===== src/rtl/vss_pkg.sv =====
package vss_pkg;
   localparam logic [1:0] RESP_OKAY = 2'b00;
   localparam int unsigned WORD_BYTES = 4;

   function automatic logic [31:0] word_off(input int unsigned base, input int unsigned k);
      return 32'(base + k * WORD_BYTES);
   endfunction
endpackage


===== src/rtl/vss_axil_port.sv =====
module vss_axil_port #(
   parameter int unsigned ADDR_W = 12,
   parameter int unsigned DATA_W = 32
) (
   input  logic              clk,
   input  logic              rst_n,
   input  logic [ADDR_W-1:0] awaddr,
   input  logic              awvalid,
   output logic              awready,
   input  logic [DATA_W-1:0] wdata,
   input  logic              wvalid,
   output logic              wready,
   output logic [1:0]        bresp,
   output logic              bvalid,
   input  logic              bready,
   input  logic [ADDR_W-1:0] araddr,
   input  logic              arvalid,
   output logic              arready,
   output logic [DATA_W-1:0] rdata,
   output logic [1:0]        rresp,
   output logic              rvalid,
   input  logic              rready,
   output logic              wr_fire,
   output logic [ADDR_W-1:0] wr_addr,
   output logic [DATA_W-1:0] wr_data,
   output logic              rd_fire,
   output logic [ADDR_W-1:0] rd_addr,
   input  logic [DATA_W-1:0] rd_word
);
   import vss_pkg::*;

   logic bvalid_q, rvalid_q;
   logic [DATA_W-1:0] rdata_q;

   assign wr_fire = awvalid & wvalid & ~bvalid_q;
   assign awready = wr_fire;
   assign wready  = wr_fire;
   assign wr_addr = awaddr;
   assign wr_data = wdata;
   assign bvalid  = bvalid_q;
   assign bresp   = RESP_OKAY;

   assign rd_fire = arvalid & ~rvalid_q;
   assign arready = ~rvalid_q;
   assign rd_addr = araddr;
   assign rvalid  = rvalid_q;
   assign rdata   = rdata_q;
   assign rresp   = RESP_OKAY;

   always_ff @(posedge clk) begin
      if (!rst_n) begin
         bvalid_q <= 1'b0;
      end else if (wr_fire) begin
         bvalid_q <= 1'b1;
      end else if (bready) begin
         bvalid_q <= 1'b0;
      end
   end

   always_ff @(posedge clk) begin
      if (!rst_n) begin
         rvalid_q <= 1'b0;
         rdata_q  <= '0;
      end else if (rd_fire) begin
         rvalid_q <= 1'b1;
         rdata_q  <= rd_word;
      end else if (rready) begin
         rvalid_q <= 1'b0;
      end
   end

   // a response is held until the master takes it
   p_bvalid_hold_r10: assert property (@(posedge clk) disable iff (!rst_n)
      bvalid && !bready |=> bvalid);
   p_rvalid_hold_r10: assert property (@(posedge clk) disable iff (!rst_n)
      rvalid && !rready |=> rvalid && $stable(rdata));
   p_no_accept_pending_r10: assert property (@(posedge clk) disable iff (!rst_n)
      bvalid |-> !awready);
endmodule


===== src/rtl/vss_vec_in.sv =====
module vss_vec_in #(
   parameter int unsigned N_ELEM = 6,
   parameter int unsigned DATA_W = 32
) (
   input  logic                     clk,
   input  logic                     rst_n,
   input  logic [N_ELEM-1:0]        stg_we,
   input  logic [DATA_W-1:0]        wdata,
   input  logic                     load,
   output logic [N_ELEM*DATA_W-1:0] stg_flat,
   output logic [N_ELEM*DATA_W-1:0] shd_flat
);
   for (genvar k = 0; k < N_ELEM; k++) begin : g_elem
      always_ff @(posedge clk) begin
         if (!rst_n) begin
            stg_flat[k*DATA_W +: DATA_W] <= '0;
         end else if (stg_we[k]) begin
            stg_flat[k*DATA_W +: DATA_W] <= wdata;
         end
      end
      always_ff @(posedge clk) begin
         if (!rst_n) begin
            shd_flat[k*DATA_W +: DATA_W] <= '0;
         end else if (load) begin
            shd_flat[k*DATA_W +: DATA_W] <= stg_flat[k*DATA_W +: DATA_W];
         end
      end
   end

   // staging traffic alone never reaches the core side
   p_shadow_hold_r3: assert property (@(posedge clk) disable iff (!rst_n)
      !load |=> $stable(shd_flat));
   // after a load every element equals what was staged
   p_shadow_copy_r4: assert property (@(posedge clk) disable iff (!rst_n)
      load |=> shd_flat == $past(stg_flat));
endmodule


===== src/rtl/vss_vec_out.sv =====
module vss_vec_out #(
   parameter int unsigned N_ELEM = 6,
   parameter int unsigned DATA_W = 32
) (
   input  logic                     clk,
   input  logic                     rst_n,
   input  logic                     cap,
   input  logic [N_ELEM*DATA_W-1:0] src_flat,
   output logic [N_ELEM*DATA_W-1:0] cap_flat
);
   for (genvar k = 0; k < N_ELEM; k++) begin : g_elem
      always_ff @(posedge clk) begin
         if (!rst_n) begin
            cap_flat[k*DATA_W +: DATA_W] <= '0;
         end else if (cap) begin
            cap_flat[k*DATA_W +: DATA_W] <= src_flat[k*DATA_W +: DATA_W];
         end
      end
   end

   // the snapshot holds between strobes
   p_cap_hold_r6: assert property (@(posedge clk) disable iff (!rst_n)
      !cap |=> $stable(cap_flat));
   // all elements come from the same source cycle
   p_cap_coherent_r5: assert property (@(posedge clk) disable iff (!rst_n)
      cap |=> cap_flat == $past(src_flat));
endmodule


===== src/rtl/vss_vector_regs.sv =====
module vss_vector_regs #(
   parameter int unsigned ADDR_W      = 12,
   parameter int unsigned DATA_W      = 32,
   parameter int unsigned N_ELEM      = 6,
   parameter int unsigned OFF_CTRL    = 'h004,
   parameter int unsigned OFF_SCAL    = 'h10C,
   parameter int unsigned OFF_VOUT    = 'h140,
   parameter int unsigned OFF_VOUT_ST = 'h160,
   parameter int unsigned OFF_VIN     = 'h180,
   parameter int unsigned OFF_VIN_ST  = 'h1A0
) (
   input  logic                     clk,
   input  logic                     rst_n,
   input  logic [ADDR_W-1:0]        s_awaddr,
   input  logic                     s_awvalid,
   output logic                     s_awready,
   input  logic [DATA_W-1:0]        s_wdata,
   input  logic                     s_wvalid,
   output logic                     s_wready,
   output logic [1:0]               s_bresp,
   output logic                     s_bvalid,
   input  logic                     s_bready,
   input  logic [ADDR_W-1:0]        s_araddr,
   input  logic                     s_arvalid,
   output logic                     s_arready,
   output logic [DATA_W-1:0]        s_rdata,
   output logic [1:0]               s_rresp,
   output logic                     s_rvalid,
   input  logic                     s_rready,
   output logic                     core_en,
   output logic [N_ELEM*DATA_W-1:0] vin_data,
   input  logic [N_ELEM*DATA_W-1:0] vout_src,
   input  logic [N_ELEM*DATA_W-1:0] scal_src
);
   import vss_pkg::*;

   localparam int unsigned SPAN     = N_ELEM * WORD_BYTES;
   localparam int unsigned ADDR_TOP = 1 << ADDR_W;

   if (DATA_W != 32) begin : g_bad_width
      $error("vss_vector_regs: DATA_W must be 32");
   end
   if (N_ELEM < 1) begin : g_bad_count
      $error("vss_vector_regs: N_ELEM must be at least 1");
   end
   if (OFF_SCAL + SPAN > OFF_VOUT || OFF_VOUT + SPAN > OFF_VOUT_ST ||
       OFF_VIN + SPAN > OFF_VIN_ST || OFF_CTRL >= OFF_SCAL) begin : g_bad_map
      $error("vss_vector_regs: register windows overlap");
   end
   if (OFF_VIN_ST >= ADDR_TOP || OFF_VOUT_ST >= ADDR_TOP) begin : g_bad_addr
      $error("vss_vector_regs: offsets exceed the address width");
   end

   logic              wr_fire, rd_fire;
   logic [ADDR_W-1:0] wr_addr, rd_addr;
   logic [DATA_W-1:0] wr_data, rd_word;
   logic [31:0]       wa, ra;
   logic              en_q, in_load, out_cap;
   logic [N_ELEM-1:0] stg_we;
   logic [N_ELEM*DATA_W-1:0] stg_flat, cap_flat;

   vss_axil_port #(.ADDR_W(ADDR_W), .DATA_W(DATA_W)) u_port (
      .clk(clk), .rst_n(rst_n),
      .awaddr(s_awaddr), .awvalid(s_awvalid), .awready(s_awready),
      .wdata(s_wdata), .wvalid(s_wvalid), .wready(s_wready),
      .bresp(s_bresp), .bvalid(s_bvalid), .bready(s_bready),
      .araddr(s_araddr), .arvalid(s_arvalid), .arready(s_arready),
      .rdata(s_rdata), .rresp(s_rresp), .rvalid(s_rvalid), .rready(s_rready),
      .wr_fire(wr_fire), .wr_addr(wr_addr), .wr_data(wr_data),
      .rd_fire(rd_fire), .rd_addr(rd_addr), .rd_word(rd_word)
   );

   assign wa = 32'(wr_addr);
   assign ra = 32'(rd_addr);

   assign in_load = wr_fire && wa == 32'(OFF_VIN_ST)  && wr_data[0];
   assign out_cap = wr_fire && wa == 32'(OFF_VOUT_ST) && wr_data[0];

   for (genvar k = 0; k < N_ELEM; k++) begin : g_stg_dec
      assign stg_we[k] = wr_fire && wa == word_off(OFF_VIN, k);
   end

   always_ff @(posedge clk) begin
      if (!rst_n) begin
         en_q <= 1'b0;
      end else if (wr_fire && wa == 32'(OFF_CTRL)) begin
         en_q <= wr_data[0];
      end
   end
   assign core_en = en_q;

   vss_vec_in #(.N_ELEM(N_ELEM), .DATA_W(DATA_W)) u_vin (
      .clk(clk), .rst_n(rst_n), .stg_we(stg_we), .wdata(wr_data),
      .load(in_load), .stg_flat(stg_flat), .shd_flat(vin_data)
   );

   vss_vec_out #(.N_ELEM(N_ELEM), .DATA_W(DATA_W)) u_vout (
      .clk(clk), .rst_n(rst_n), .cap(out_cap),
      .src_flat(vout_src), .cap_flat(cap_flat)
   );

   always_comb begin
      rd_word = '0;
      if (ra == 32'(OFF_CTRL)) begin
         rd_word[0] = en_q;
      end
      for (int k = 0; k < N_ELEM; k++) begin
         if (ra == word_off(OFF_SCAL, k)) rd_word = scal_src[k*DATA_W +: DATA_W];
         if (ra == word_off(OFF_VOUT, k)) rd_word = cap_flat[k*DATA_W +: DATA_W];
         if (ra == word_off(OFF_VIN, k))  rd_word = stg_flat[k*DATA_W +: DATA_W];
      end
   end

   // the enable moves only on an accepted bus write
   p_en_write_only_r2: assert property (@(posedge clk) disable iff (!rst_n)
      !$stable(core_en) |-> $past(wr_fire));
   // the core-side vector moves only on an input strobe
   p_vin_strobe_only_r4: assert property (@(posedge clk) disable iff (!rst_n)
      !$stable(vin_data) |-> $past(in_load));
   // a read that misses every window returns zero
   p_unmapped_zero_r9: assert property (@(posedge clk) disable iff (!rst_n)
      rd_fire && ra >= 32'(OFF_VIN_ST) + 32'd4 |=> s_rdata == '0);
endmodule


===== config.mk =====
export PLATFORM = sky130hd
export DESIGN_NAME = vss_vector_regs
export DESIGN_NICKNAME = d
export VERILOG_FILES = /design/src/rtl/vss_pkg.sv /design/src/rtl/vss_axil_port.sv /design/src/rtl/vss_vec_in.sv /design/src/rtl/vss_vec_out.sv /design/src/rtl/vss_vector_regs.sv
export SDC_FILE = /design/constraint.sdc
export NUM_CORES = 1
export LEC_CHECK = 0
export ABC_AREA = 1
export BUFFER_PORTS_ARGS = -buffer_cell sky130_fd_sc_hd__buf_2
export CAP_MARGIN = 20
export CORE_AREA = 2 2 264 266
export DETAILED_ROUTE_END_ITERATION = 6
export DIE_AREA = 0 0 266 268
export HOLD_SLACK_MARGIN = 0.06
export PLACE_DENSITY = 0.68
export SYNTH_ARGS = -nofsm -noshare
export SYNTH_HDL_FRONTEND = slang
export SYNTH_SLANG_ARGS = --single-unit

===== constraint.sdc =====
create_clock -name clk -period 2.43 [get_ports clk]
set_clock_uncertainty 0.2 [all_clocks]
set_input_delay 0.3645 -clock clk [delete_from_list [all_inputs] [get_ports clk]]
set_output_delay 0.3645 -clock clk [all_outputs]
set_load 0.03 [all_outputs]

==> results of run 1 <==
[state kept, by name (all words and copies together) (netlist names)]
signal,cells
core_en,1
u_vin.stg_flat,192
u_vin.shd_flat,192
u_port.rvalid,1
u_port.bvalid,1
u_vout.cap_flat,192
u_port.rdata,32
[layout by cell type, fill, tap and decap left out, types with 6 or more instances in the layout]
master	instances
nor3_4	12
nor3_1	6
buf_12	44
o21ai_0	239
inv_1	536
nor2_4	6
dlygate4sd3_1	264
nor2_2	46
a21oi_1	386
dfxtp_1	611
o21a_1	87
nor2_1	465
nand2_1	490
or2_2	7
clkbuf_1	11
clkbuf_16	70
buf_4	182
buf_2	675
clkbuf_8	18
inv_2	10
a211oi_1	256
nand4_1	112
nand3_1	71
a21oi_2	7
[layer usage]
metal / routed length (um) / GRT usage / part of all wire
met2: 61500 / 0.584 / 0.43
met4: 8970 / 0.219 / 0.063
met1: 56800 / 0.510 / 0.40
met3: 16100 / 0.0870 / 0.11
met5: 27 / 0 / 0.00019
[through the flow]
stage	TNS (ps)	worst slack [ps]	hold WS, ps
3_5_place_dp	-12410	-847	230
2_1_floorplan	0	85.1	241
6_report	-19.1	-19.1	-0.850
3_3_place_gp	-12070	-842	227
4_1_cts	0	0.963	62.8
5_1_grt	-41.9	-19.8	63.9
[how the worst max path moves through the flow]
stage	start	end	slack (ps)	cells past startpoint
after floorplan	u_port.bvalid$_SDFFE_PN0P_	u_vin.shd_flat[184]$_SDFFE_PN0P_	90	10
after global placement	s_araddr[11]	u_port.rdata[5]$_SDFFE_PN0P_	-840	19
after detailed placement	s_araddr[11]	u_port.rdata[5]$_SDFFE_PN0P_	-850	19
after CTS	s_awaddr[10]	core_en$_SDFFE_PN0P_	1	9
after global routing	s_araddr[9]	u_port.rdata[5]$_SDFFE_PN0P_	-20	19
final	s_araddr[11]	u_port.rdata[4]$_SDFFE_PN0P_	-20	21
[cell usage after synthesis, drive strengths merged]
cell type,instances
conb,1
nand3b,2
o21a,87
a21oi,393
nor2,520
clkinv,2
nand3,78
a311oi,1
clkbuf,146
or2,7
nand4,112
buf,99
nand2,498
a211oi,256
nor3b,1
dfxtp,611
o21ai,244
nor3,23
nor4,2
inv,551
[worst reg2reg max path, cell delays in order, from the launching register on]
cell and delay (ps):
dfxtp_1 520, nand3_1 260, nand2_1 70, nor2_1 80, nand4_1 120, nor2_1 110
nand4_1 80, nor2_1 170, buf_4 140, nand4_1 150, nor2_1 180, nand4_1 90
nand2_1 70, a21oi_1 60
[cell families (layout without fill, tap and decap cells)]
| logic type | after synthesis | in the layout |
|---|---|---|
| AND/OR/NAND/NOR | 1243 | 1243 |
| AO/OA/AOI/OAI | 981 | 981 |
| buffers and inverters | 798 | 1845 |
| flip-flops | 611 | 611 |
| other | 1 | 8 |
[power breakdown]
group,internal (uW),total [uW],switching (uW)
registers,10000,10000,2.11
logic,728,1690,966
clock network,6260,10800,4530
[what timing repair did]
| item | CTS | global route |
|---|---|---|
| pin swaps | 2 | 9 |
| setup endpoints to repair | 2 | 66 |
| hold endpoints to repair | 406 | 0 |
| buffers inserted | 3 | 1 |
| gates cloned | 0 | 1 |
| hold buffers | 265 | 0 |
| resized for setup | 7 | 27 |
[final cells by class]
class	count	area (um2)	area share
Sequential cell	611	12200	0.325
Multi-Input combinational cell	2228	11400	0.304
Timing Repair Buffer	1172	8430	0.224
Inverter	553	2090	0.0556
Clock buffer	98	2020	0.0536
Tap cell	882	1100	0.0293
Clock inverter	22	305	0.00812
Antenna cell	4	10.0	0.000266
==> metrics.csv, run 1 <==
metric;value;unit
Worst VDD drop;0.413;mV
I/O pins;681;
share of layout cells above drive strength 1;0.242;
layout filler cell count;6483;
critical path class;in -> reg;
endpoints failing setup;1;
vias in the first global route;28200;
H-tree depth;3;
post-synth top area cell;dfxtp_1;
Placed Cells;5178;
first-pass GRT wire length;197000;um
Design Power;22500;uW
MaxCap Viol Count;0;
Worst Hold Endpoint;core_en$_SDFFE_PN0P_;
WHS Path Cells;6;
most used cell, CP;nand2_1;
Die Y;268;um
crit path time final;2450;ps
Seq/Total Area, Yosys;0.457;
number of DRC markers in iteration 0;4042;
Area contributors post-synth;dfxtp_1 (46%), inv_1 (7.6%), a21oi_1 (7.2%);
Post-Synth XOR/XNOR Area;0;
initial antenna violation count;6;
Hold Violations, Final;1;
Inserted Clock Buffers;69;
Slew Viols, Final;0;
final instance area;0.0376;mm2
Total GRT Usage;0.386;
mux contribution to synthesized area;0;
pwr dens;598;mW/mm2
crit end category;flip-flop;
critical path's top delay family;simple AND/OR/NAND/NOR gates;
largest net degree at the start of global routing;152;
final period utilization;1.01;
Data arrival, critical path;2760;ps
WHS;-0.850;ps
post-synth design cell area;0.0268;mm2
clock sinks;611;
failing checks;negative hold slack, negative setup slack;
worst setup margin;-19.1;ps
Final nets;5082;
CTS Root Cell;clkbuf_16;
core area;0.0682;mm2
run status;complete, but fails checks;
Die X;266;um
Max Fclk;0.408;GHz
CTS tree;yes;
CP max-delay cell;nor2_4;
Post-Synth Adder-Cell Area;0;
Compound-Gate Fraction of Synth Area;0.217;
cell chain of the critical path;buf_2 -> nor2_4 -> inv_4 -> nor2_8 -> buf_12 -> buf_12 -> nand2_4 -> inv_2 -> nand2_1 -> nand2_1 -> nor2_1 -> nand4_1 -> nor2_1 -> nand4_1 -> nor2_4 -> buf_4 -> nand4_1 -> nand2_1 -> nand3_1 -> nand2_1 -> a21oi_2;
CP Max Fanout;12;
Area after DPL;0.0325;mm2
Via Count;30400;
WL/cell;25.7;um
post-synth cell types;38;
main combinational cell family by area after synthesis;compound AO/OA/AOI/OAI gates;
Synth Register Bits;611;
clock latency on the worst-skew pair;640;ps
Initial Util;0.392;
WP data required;2740;ps
Cells after Synth;3634;
syn avg cell area;7.37;um2
Cell Count, Final, Fillers Out;5570;
FP Rows;96;
final core area utilization;0.551;
Final ANT Viol Nets;0;
Max-slew headroom;0.526;
# DRC;0;
area grow syn2layout;40.5;%
GRT overflow;0;
reg-to-reg endpoint;u_port.rdata[0]$_SDFFE_PN0P_;
Reg2Reg Depth;13;
post-synthesis simple-gate area fraction;0.207;
CP Buf/Inv Count;6;
final WL;143000;um
routability cong.;1.14;
Leakage Power;0.0165;uW
Startpoint Class;input pin;
worst reg2reg path startpoint;core_en$_SDFFE_PN0P_;
RSZ-0062 raised after global routing;yes;
drt first pass iters;7;
worst hold path class;in -> reg;
clk buf depth;3;
worst hold path startpoint;s_awaddr[4];
Die Area;0.0713;mm2
clock slew at reported path FFs;60;ps
IO Port Bufs;676;
Synth warnings;0;
vias per inst;5.46;
share of the synthesized area in the top cell type;0.457;
Post-DP HPWL;113000;um
Worst Tran Pin Value;711;ps
CP peak stage delay;210;ps
Reg2Reg Setup Slack;20;ps
(Power assumes the default switching activity.)
==> run 2, diff against run 1 <==
--- a/config.mk
+++ b/config.mk
@@ -8,11 +8,11 @@
 export ABC_AREA = 1
 export BUFFER_PORTS_ARGS = -buffer_cell sky130_fd_sc_hd__buf_2
 export CAP_MARGIN = 20
-export CORE_AREA = 2 2 264 266
+export CORE_MARGIN = 2
+export CORE_UTILIZATION = 40
 export DETAILED_ROUTE_END_ITERATION = 6
-export DIE_AREA = 0 0 266 268
 export HOLD_SLACK_MARGIN = 0.06
-export PLACE_DENSITY = 0.68
+export PLACE_DENSITY = 0.69
 export SYNTH_ARGS = -nofsm -noshare
 export SYNTH_HDL_FRONTEND = slang
 export SYNTH_SLANG_ARGS = --single-unit
==> metrics.csv, run 2 (synthesis results as in run 1) <==
metric;value;unit;change
run status;complete, but fails checks;;unchanged
failing checks;negative setup slack;;was negative hold slack, negative setup slack
cell chain of the critical path;dlygate4sd3_1 -> buf_2 -> nor3_2 -> nand2_2 -> buf_4 -> nor4_4 -> buf_4 -> clkbuf_16 -> buf_4 -> nor2_1 -> a211oi_1;;was buf_2 -> nor2_4 -> inv_4 -> nor2_8 -> buf_12 -> buf_12 -> nand2_4 -> inv_2 -> nand2_1 -> nand2_1 -> nor2_1 -> nand4_1 -> nor2_1 -> nand4_1 -> nor2_4 -> buf_4 -> nand4_1 -> nand2_1 -> nand3_1 -> nand2_1 -> a21oi_2
routability cong.;1.04;;was 1.14
largest net degree at the start of global routing;109;;was 152
I/O pins;681;;unchanged
worst hold path class;in -> reg;;unchanged
Leakage Power;0.0167;uW;was 0.0165 uW
FP Rows;94;;was 96
Slew Viols, Final;0;;unchanged
endpoints failing setup;2;;was 1
drt first pass iters;7;;unchanged
number of DRC markers in iteration 0;4062;;was 4,042
critical path class;in -> reg;;unchanged
vias per inst;5.51;;was 5.46
Max Fclk;0.398;GHz;was 0.408 GHz
H-tree depth;3;;unchanged
Via Count;30800;;was 30.4k
WP data required;2740;ps;about the same
clock slew at reported path FFs;60;ps;about the same
CP Max Fanout;11;;was 12
Startpoint Class;input pin;;unchanged
Placed Cells;5174;;was 5,178
Initial Util;0.406;;was 0.392
Die Y;263;um;was 268 um
crit end category;flip-flop;;unchanged
Final nets;5110;;was 5,082
Max-slew headroom;0.515;;was 0.526
WL/cell;25.5;um;was 25.7 um
clk buf depth;3;;unchanged
first-pass GRT wire length;197000;um;about the same
most frequent cells in the layout;buf_2 (675), dfxtp_1 (611), inv_1 (539), nand2_1 (490), nor2_1 (469);;was buf_2 (675), dfxtp_1 (611), inv_1 (536), nand2_1 (490), nor2_1 (465)
# DRC;0;;unchanged
Cell Count, Final, Fillers Out;5592;;was 5,570
share of layout cells above drive strength 1;0.248;;was 0.242
final instance area;0.0379;mm2;was 0.0376 mm2
Die X;263;um;was 266 um
critical path's top delay family;buffers and inverters;;was simple AND/OR/NAND/NOR gates
CTS Root Cell;clkbuf_16;;unchanged
CP max-delay cell;dlygate4sd3_1;;was nor2_4
Die Area;0.0690;mm2;was 0.0713 mm2
CP Buf/Inv Count;6;;unchanged
Worst VDD drop;0.514;mV;was 0.413 mV
vias in the first global route;28400;;was 28.2k
final WL;143000;um;about the same
Inserted Clock Buffers;69;;unchanged
WHS;85.2;ps;was -0.850 ps
CP peak stage delay;580;ps;was 210 ps
Largest regs;u_vin.shd_flat x192, u_vin.stg_flat x192, u_vout.cap_flat x192;;unchanged
Post-DP HPWL;111000;um;was 113,000 um
multi-input combinational cell area;0.0115;mm2;was 0.0114 mm2
clock latency on the worst-skew pair;640;ps;about the same
initial antenna violation count;13;;was 6
pwr dens;587;mW/mm2;was 598 mW/mm2
Hold Violations, Final;0;;was 1
FF+latch area;0.0122;mm2;unchanged
GRT overflow;0;;unchanged
Final ANT Viol Nets;0;;unchanged
RSZ-0062 raised after global routing;yes;;unchanged
crit path time final;2510;ps;was 2450 ps
core area;0.0660;mm2;was 0.0682 mm2
commonest non-fill, non-tap cell in the layout;buf_2;;unchanged
Total GRT Usage;0.393;;was 0.386
worst setup margin;-81.5;ps;was -19.1 ps
Area after DPL;0.0326;mm2;was 0.0325 mm2
final period utilization;1.03;;was 1.01
area grow syn2layout;41.5;%;was 40.5%
Worst Tran Pin Value;726;ps;was 711 ps
Data arrival, critical path;2820;ps;was 2760 ps
clock sinks;611;;unchanged
layout filler cell count;6195;;was 6,483
IO Port Bufs;676;;unchanged
most used cell, CP;buf_4;;was nand2_1
MaxCap Viol Count;0;;unchanged
CTS tree;yes;;unchanged
==> run 2: cell type report <==
cell class,count,area share
Antenna cell,12,0.000792
Clock buffer,94,0.0518
Clock inverter,30,0.00753
Inverter,553,0.0551
Multi-Input combinational cell,2228,0.303
Sequential cell,611,0.323
Tap cell,864,0.0285
Timing Repair Buffer,1200,0.231
==> run 2: worst register-to-register path, delay by kind of cell (launching register included) <==
family                 cells  cell delay [ps]
AOI/OAI and AO/OA          1              240
DFF                        1              330
and+or+nand+nor            5              740
buffers and inverters      5              840
==> run 2: routing by layer <==
metal	GRT usage	share of wire	vias up
met2	0.595	0.43	1927
met1	0.514	0.40	14500
met5	0	0.00022	-
li1	-	-	14000
met3	0.0961	0.11	426
met4	0.216	0.060	6
==> run 2: per-stage QoR <==
stage	setup TNS [ps]	util	total power [uW]	setup WS, ps
after global routing	-2590	0.574	22700	-144
after detailed placement	-39110	0.494	11500	-784
after CTS	0	0.569	22100	54.4
after floorplan	0	-	10700	85.1
after global placement	-34500	0.494	11500	-748
final	-110	0.574	22200	-81.5
==> run 2: where the power goes <==
part,internal (uW),switching [uW],total (uW)
Combinational,722,947,1670
Sequential,10000,2.35,10000
Clock,5960,4590,10600
==> run 2: repair_timing <==
item,CTS,global route
buffers inserted,0,13
hold buffers,265,0
pin swaps,0,5
hold endpoints to repair,394,0
setup endpoints to repair,1,9
gates resized for setup,3,27
gates cloned,0,4
==> run 2: path summary, 6_finish.rpt <==
check	endpoint	slack [ps]	cells after the start	startpoint
min	u_port.rdata[21]$_SDFFE_PN0P_	90	7	scal_src[149]
max	u_vout.cap_flat[19]$_SDFFE_PN0P_	-80	11	s_awaddr[2]
max reg2reg	u_vout.cap_flat[19]$_SDFFE_PN0P_	-10	11	u_port.bvalid$_SDFFE_PN0P_
min reg2reg	u_vin.shd_flat[99]$_SDFFE_PN0P_	240	2	u_vin.shd_flat[99]$_SDFFE_PN0P_
